`src/rtl/gsb_pkg.sv`:
```
package gsb_pkg;

    // distance of an entry from the oldest entry in a ring of n entries
    function automatic int ring_age(int tag, int head, int n);
        if (tag >= head) return tag - head;
        return tag + n - head;
    endfunction

    // successor of a ring index
    function automatic int ring_next(int idx, int n);
        return (idx + 1 >= n) ? 0 : idx + 1;
    endfunction

endpackage

```
`src/rtl/gsb_alloc_pad.sv`:
```
module gsb_alloc_pad #(
    parameter int SLOTS = 4,
    parameter int UOP_W = 16,
    parameter int CNT_W = 3
) (
    input  logic [CNT_W-1:0]       cnt_i,
    input  logic [SLOTS*UOP_W-1:0] uops_i,
    output logic [SLOTS-1:0]       nop_mask_o,
    output logic [SLOTS*UOP_W-1:0] uops_o
);

    for (genvar s = 0; s < SLOTS; s++) begin : g_slot
        assign nop_mask_o[s] = (cnt_i <= CNT_W'(s));
        assign uops_o[s*UOP_W +: UOP_W] = nop_mask_o[s] ? '0 : uops_i[s*UOP_W +: UOP_W];
    end

endmodule

```
`src/rtl/gsb_done_decode.sv`:
```
module gsb_done_decode #(
    parameter int NUM_GROUPS = 6,
    parameter int SLOTS      = 4,
    parameter int TAG_W      = 3
) (
    input  logic [SLOTS-1:0]                  done_valid_i,
    input  logic [SLOTS*TAG_W-1:0]            done_tag_i,
    input  logic [NUM_GROUPS-1:0]             live_i,
    output logic [NUM_GROUPS-1:0][SLOTS-1:0]  set_mask_o
);

    for (genvar g = 0; g < NUM_GROUPS; g++) begin : g_grp
        for (genvar s = 0; s < SLOTS; s++) begin : g_slot
            assign set_mask_o[g][s] = live_i[g] && done_valid_i[s] &&
                                      (done_tag_i[s*TAG_W +: TAG_W] == TAG_W'(g));
        end
    end

endmodule

```
`src/rtl/gsb_ring_ctrl.sv`:
```
module gsb_ring_ctrl #(
    parameter int NUM_GROUPS = 6,
    parameter int TAG_W      = 3,
    parameter int OCC_W      = 3
) (
    input  logic                  clk,
    input  logic                  rst_n,
    input  logic                  alloc_fire_i,
    input  logic                  retire_fire_i,
    input  logic                  flush_i,
    input  logic [TAG_W-1:0]      flush_tag_i,
    output logic [TAG_W-1:0]      head_o,
    output logic [TAG_W-1:0]      tail_o,
    output logic [OCC_W-1:0]      occ_o,
    output logic [NUM_GROUPS-1:0] live_o
);

    typedef struct packed {
        logic [TAG_W-1:0] head;
        logic [TAG_W-1:0] tail;
        logic [OCC_W-1:0] occ;
    } ring_t;

    ring_t rg_d, rg_q;

    always_comb begin
        int occ_n;
        rg_d  = rg_q;
        occ_n = int'(rg_q.occ);
        if (retire_fire_i) begin
            rg_d.head = TAG_W'(gsb_pkg::ring_next(int'(rg_q.head), NUM_GROUPS));
            occ_n     = occ_n - 1;
        end
        if (flush_i) begin
            rg_d.tail = TAG_W'(gsb_pkg::ring_next(int'(flush_tag_i), NUM_GROUPS));
            occ_n     = gsb_pkg::ring_age(int'(flush_tag_i), int'(rg_q.head), NUM_GROUPS) + 1
                        - (retire_fire_i ? 1 : 0);
        end else if (alloc_fire_i) begin
            rg_d.tail = TAG_W'(gsb_pkg::ring_next(int'(rg_q.tail), NUM_GROUPS));
            occ_n     = occ_n + 1;
        end
        rg_d.occ = OCC_W'(occ_n);
    end

    always_ff @(posedge clk) begin
        if (!rst_n) rg_q <= '0;
        else        rg_q <= rg_d;
    end

    for (genvar g = 0; g < NUM_GROUPS; g++) begin : g_live
        assign live_o[g] = gsb_pkg::ring_age(g, int'(rg_q.head), NUM_GROUPS) < int'(rg_q.occ);
    end

    assign head_o = rg_q.head;
    assign tail_o = rg_q.tail;
    assign occ_o  = rg_q.occ;

    // occupancy never exceeds the number of groups
    p_occ_bound_r3: assert property (@(posedge clk) disable iff (!rst_n)
        rg_q.occ <= OCC_W'(NUM_GROUPS));

    // after a flush the next tag follows the kept group
    p_flush_tail_r9: assert property (@(posedge clk) disable iff (!rst_n)
        flush_i |=> (rg_q.tail == TAG_W'(gsb_pkg::ring_next(int'($past(flush_tag_i)), NUM_GROUPS))));

endmodule

```
`src/rtl/gsb_group_buffer.sv`:
```
module gsb_group_buffer #(
    parameter int NUM_GROUPS = 6,
    parameter int SLOTS      = 4,
    parameter int UOP_W      = 16,
    parameter int TAG_W      = $clog2(NUM_GROUPS),
    parameter int CNT_W      = $clog2(SLOTS + 1)
) (
    input  logic                   clk,
    input  logic                   rst_n,
    input  logic                   alloc_valid_i,
    input  logic [CNT_W-1:0]       alloc_cnt_i,
    input  logic [SLOTS*UOP_W-1:0] alloc_uops_i,
    output logic                   alloc_ready_o,
    output logic [TAG_W-1:0]       alloc_tag_o,
    input  logic [SLOTS-1:0]       done_valid_i,
    input  logic [SLOTS*TAG_W-1:0] done_tag_i,
    input  logic                   flush_i,
    input  logic [TAG_W-1:0]       flush_tag_i,
    output logic                   retire_valid_o,
    output logic [TAG_W-1:0]       retire_tag_o,
    output logic [SLOTS*UOP_W-1:0] retire_uops_o,
    output logic [SLOTS-1:0]       retire_nop_o
);

    localparam int OCC_W = $clog2(NUM_GROUPS + 1);

    typedef struct packed {
        logic [NUM_GROUPS-1:0][SLOTS-1:0]       nop;
        logic [NUM_GROUPS-1:0][SLOTS-1:0]       done;
        logic [NUM_GROUPS-1:0][SLOTS*UOP_W-1:0] uops;
    } store_t;

    store_t st_d, st_q;

    logic [TAG_W-1:0]                 head_q, tail_q;
    logic [OCC_W-1:0]                 occ_q;
    logic [NUM_GROUPS-1:0]            live;
    logic [NUM_GROUPS-1:0][SLOTS-1:0] set_mask;
    logic [SLOTS-1:0]                 pad_nop;
    logic [SLOTS*UOP_W-1:0]           pad_uops;
    logic                             alloc_fire;

    gsb_alloc_pad #(.SLOTS(SLOTS), .UOP_W(UOP_W), .CNT_W(CNT_W)) u_pad (
        .cnt_i      (alloc_cnt_i),
        .uops_i     (alloc_uops_i),
        .nop_mask_o (pad_nop),
        .uops_o     (pad_uops)
    );

    gsb_done_decode #(.NUM_GROUPS(NUM_GROUPS), .SLOTS(SLOTS), .TAG_W(TAG_W)) u_done (
        .done_valid_i (done_valid_i),
        .done_tag_i   (done_tag_i),
        .live_i       (live),
        .set_mask_o   (set_mask)
    );

    gsb_ring_ctrl #(.NUM_GROUPS(NUM_GROUPS), .TAG_W(TAG_W), .OCC_W(OCC_W)) u_ring (
        .clk           (clk),
        .rst_n         (rst_n),
        .alloc_fire_i  (alloc_fire),
        .retire_fire_i (retire_valid_o),
        .flush_i       (flush_i),
        .flush_tag_i   (flush_tag_i),
        .head_o        (head_q),
        .tail_o        (tail_q),
        .occ_o         (occ_q),
        .live_o        (live)
    );

    assign retire_valid_o = (occ_q != '0) && (&st_q.done[head_q]);
    assign retire_tag_o   = head_q;
    assign retire_uops_o  = st_q.uops[head_q];
    assign retire_nop_o   = st_q.nop[head_q];
    assign alloc_ready_o  = !flush_i && ((occ_q < OCC_W'(NUM_GROUPS)) || retire_valid_o);
    assign alloc_tag_o    = tail_q;
    assign alloc_fire     = alloc_valid_i && alloc_ready_o;

    always_comb begin
        st_d = st_q;
        for (int g = 0; g < NUM_GROUPS; g++) begin
            st_d.done[g] = st_q.done[g] | set_mask[g];
        end
        if (alloc_fire) begin
            st_d.nop[tail_q]  = pad_nop;
            st_d.done[tail_q] = pad_nop;
            st_d.uops[tail_q] = pad_uops;
        end
    end

    always_ff @(posedge clk) begin
        if (!rst_n) st_q <= '0;
        else        st_q <= st_d;
    end

    // a group count above the slot count is illegal
    p_cnt_range_r4: assert property (@(posedge clk) disable iff (!rst_n)
        alloc_valid_i |-> (alloc_cnt_i <= CNT_W'(SLOTS)));

    // a new group starts with exactly its NOP slots complete
    p_alloc_done_init_r4: assert property (@(posedge clk) disable iff (!rst_n)
        alloc_fire |=> (st_q.done[$past(tail_q)] == $past(pad_nop)));

    // a retiring group advances the oldest pointer by one
    p_head_advance_r6: assert property (@(posedge clk) disable iff (!rst_n)
        retire_valid_o |=> (head_q == TAG_W'(gsb_pkg::ring_next(int'($past(head_q)), NUM_GROUPS))));

    // a retiring cycle without flush always leaves room
    p_ready_on_retire_r8: assert property (@(posedge clk) disable iff (!rst_n)
        (retire_valid_o && !flush_i) |-> alloc_ready_o);

    // a flush names a live group
    p_flush_live_r9: assert property (@(posedge clk) disable iff (!rst_n)
        flush_i |-> live[flush_tag_i]);

endmodule

```
`config.mk`:
```
export PLATFORM = sky130hd
export DESIGN_NAME = gsb_group_buffer
export DESIGN_NICKNAME = d
export VERILOG_FILES = /design/src/rtl/gsb_pkg.sv /design/src/rtl/gsb_alloc_pad.sv /design/src/rtl/gsb_done_decode.sv /design/src/rtl/gsb_ring_ctrl.sv /design/src/rtl/gsb_group_buffer.sv
export SDC_FILE = /design/constraint.sdc
export NUM_CORES = 1
export LEC_CHECK = 0
export ABC_AREA = 1
export BUFFER_PORTS_ARGS = -buffer_cell sky130_fd_sc_hd__buf_2
export CAP_MARGIN = 15
export CORE_ASPECT_RATIO = 1.25
export CORE_UTILIZATION = 50
export CTS_CLUSTER_SIZE = 20
export DETAILED_ROUTE_END_ITERATION = 8
export PLACE_DENSITY = 0.68
export SKIP_LAST_GASP = 1
export SLEW_MARGIN = 30
export SYNTH_ARGS = -nofsm -noshare
export SYNTH_HDL_FRONTEND = slang
export SYNTH_SLANG_ARGS = --single-unit
```
`constraint.sdc`:
```
create_clock -name clk -period 7.1 [get_ports clk]
set_input_delay 1.42 -clock clk [delete_from_list [all_inputs] [get_ports clk]]
set_output_delay 1.42 -clock clk [all_outputs]
set_load 0.05 [all_outputs]
```
==> reports/metrics.cfg <==
[status]
status = finished clean

[floorplan]
core_um2 = 40200
rows = 82
start_util_pct = 51.0
die_width_um = 183
ioPinCount = 166
die_h_um = 228
dieArea_um2 = 41800

[run]
drv_cap = 0

[synthesis]
synth-async-reset-ratio_pct = 0
mappedNetlistArea_um2 = 20500
synth.most_common_cell = nor2_1
synth_top_area_share_pct = 43.1
synth_area_leaders = dfxtp_1, nor2_1, o21ai_0
synth_edf_count = 0
yosys-top-cells-count = nor2_1, o21ai_0, nand2_1
yosysTopAreaCell = dfxtp_1
ys_types = 36
seq_area_frac_synth_pct = 43.1
syn_inst = 3019
yosysWarnings = 0
synth-seq-cells = 441
syn_avg_cell_area_um2 = 6.79
synth.net_count = 3149
synth-main-ff-cell = dfxtp_1

[sta]
post-route-period-util_pct = 68.3
maxSlewViolCount = 0
rsz0062_at_grt = false
worst_pin_slew_ns = 0.972
holdWs_ns = 0.456
skew_ns = 0.0128
setup_ws_ns = 2.25
slew-limit-headroom_pct = 35.2
fin_crit_ns = 4.85
max_freq_mhz = 206
fin_tns_setup_ns = 0
finalHoldViolCount = 0
finalSetupViolCount = 0

[power]
power_w = 0.00560
p_leak_nw = 10.2
powerDensity_nw_per_um2 = 246
p_switching_w = 0.00148
pwr-share-comb_pct = 10.6
max-vdd-ir-drop_mv = 0.199
pwr-share-clk_pct = 43.1
internal_power_w = 0.00412
swShare_pct = 26.5
p_seq_share_pct = 46.3

[grt]
grt_pass1_vias = 19500
grt_pass1_wl_um = 102000
grt_max_degree = 128
grt_usage_pct = 30.0
grt_antenna_before_repair = 2
gr-total-overflow = 0

[drt]
vias = 20400
drtAntennaViolNets = 0
firstDrtPassIters = 6
drt-total-wl_um = 64000
viasPerCell = 5.63
drt_iter0_drc = 1876
remaining_drc_errors = 0
wl_per_cell_um = 17.7

[final_layout]
area_growth_pct = 11.0
final_cell_area_um2 = 22800
antenna_cells = 0
drive_gt1_share_pct = 9.46
fin_nets = 3171

[worst_setup_path]
crit_type = reg2out
cp.required_ns = 5.68
critPathLaunchType = register
critPathCapture = retire_uops_o[44]
arrival_ns = 3.43
rrSetupSlack_ns = 3.15
startpoint = u_ring.head_o[0]$_SDFFE_PN0N_
rr_worst_depth = 13
worst_r2r_endpoint = st_q[32]$_SDFFE_PN0P_
critPathCaptureType = output port
reg2reg_from = u_ring.head_o[0]$_SDFFE_PN0N_
worst-path-max-fanout = 79

[cts]
insertion_delay_ns = 0.56
cts_tree = done
numCtsBuffers = 46
cts_root_buf = clkbuf_16
clk_pin_slew_ns = 0.06
cts_resized = 0
hold_buffers = 0
cts.sinks = 441
cts_max_level = 2
post_cts_buffers = 0
cts_max_path_buffers = 3

[placed_design]
portBuffers = 165
dpl-instance-area_um2 = 21200
place_ws_ns = 2.92
dp_hpwl_um = 34800
place_congestion = 0.907

[worst_hold_path]
hp-class = reg2reg

-- cell usage in the layout, fill, tap and decap left out, types with 3 or more instances in the layout --
cell,instances
buf_2,164
a21oi_1,202
nand3_1,12
dfxtp_1,439
nor2_1,785
xor2_1,7
clkbuf_16,47
ha_1,39
o21ai_0,538
inv_1,143
inv_2,5
nor2_4,3
o22ai_1,74
nand4_1,13
clkinv_2,7
buf_6,3
clkbuf_8,12
nor3b_1,3
nor2_8,4
a31oi_1,6
nand2_1,493
a211oi_1,3
buf_4,28
clkbuf_1,13
xnor2_1,5
-- power by group through the flow --
stage          Clock (W)  Combinational (W)  Sequential (W)
5_1_grt          0.00254           0.000647         0.00260
2_1_floorplan          0           0.000415         0.00264
4_1_cts          0.00244           0.000588         0.00259
3_3_place_gp           0           0.000577         0.00264
3_5_place_dp           0           0.000585         0.00265
6_report         0.00242           0.000591         0.00259
-- flip-flops by register name (all words and copies together), names as in the netlist --
signal,count
u_ring.occ_o,3
st_q,432
u_ring.tail_o,3
u_ring.head_o,3
-- cells by family (layout without fill, tap and decap cells) --
group,count (synthesis),in the layout,synth area share (%)
DFF,441,441,43.1
and+or+nand+nor,1321,1321,25.1
buffers and inverters,373,429,7.87
AOI/OAI and AO/OA,832,832,20.9
xor gates and xnor gates,12,12,0.513
adders and majority gates,40,40,2.48
-- how the worst min path moves through the flow --
| stage | start | end | slack, ns | depth (start not counted) |
|---|---|---|---|---|
| after global routing | st_q[61]$_SDFFE_PN0P_ | st_q[61]$_SDFFE_PN0P_ | 0.47 | 2 |
| after detailed placement | st_q[116]$_SDFFE_PN0P_ | st_q[116]$_SDFFE_PN0P_ | 0.45 | 2 |
| final | st_q[116]$_SDFFE_PN0P_ | st_q[116]$_SDFFE_PN0P_ | 0.46 | 2 |
| after CTS | st_q[116]$_SDFFE_PN0P_ | st_q[116]$_SDFFE_PN0P_ | 0.46 | 2 |
| after global placement | st_q[146]$_SDFFE_PN0P_ | st_q[146]$_SDFFE_PN0P_ | 0.44 | 2 |
| after floorplan | st_q[150]$_SDFFE_PN0P_ | st_q[150]$_SDFFE_PN0P_ | 0.44 | 2 |
-- cell type report --
cell class                 count  area, um^2
timing repair buffer         195        1060
clock inverter                10         110
tap                          546         683
fill                        3977       17500
multi-input combinational   2205       10100
clock buffer                  72        1390
sequential                   441        8840
inverter                     152         586
-- critical path, stage by stage (launching register included) --
cell and delay [ns]:
dfxtp_4 0.38, buf_4 0.54, buf_4 0.75, nor2_1 0.11, o41ai_1 0.64, buf_2 0.39
-- through the flow --
| stage | util (%) | instances |
|---|---|---|
| after CTS | 56.6 | 3621 |
| after global placement | 52.8 | 3539 |
| final | 56.6 | 3621 |
| after detailed placement | 52.8 | 3539 |
| after floorplan | - | 3019 |
| after global routing | 56.6 | 3621 |
-- routing by layer --
metal	part of all wire [%]	track usage [%]
met2	48	52.1
met5	0.020	0
met3	6.8	3.54
met1	42	37.7
met4	3.2	11.7
Power figures use the tool's default switching activity.
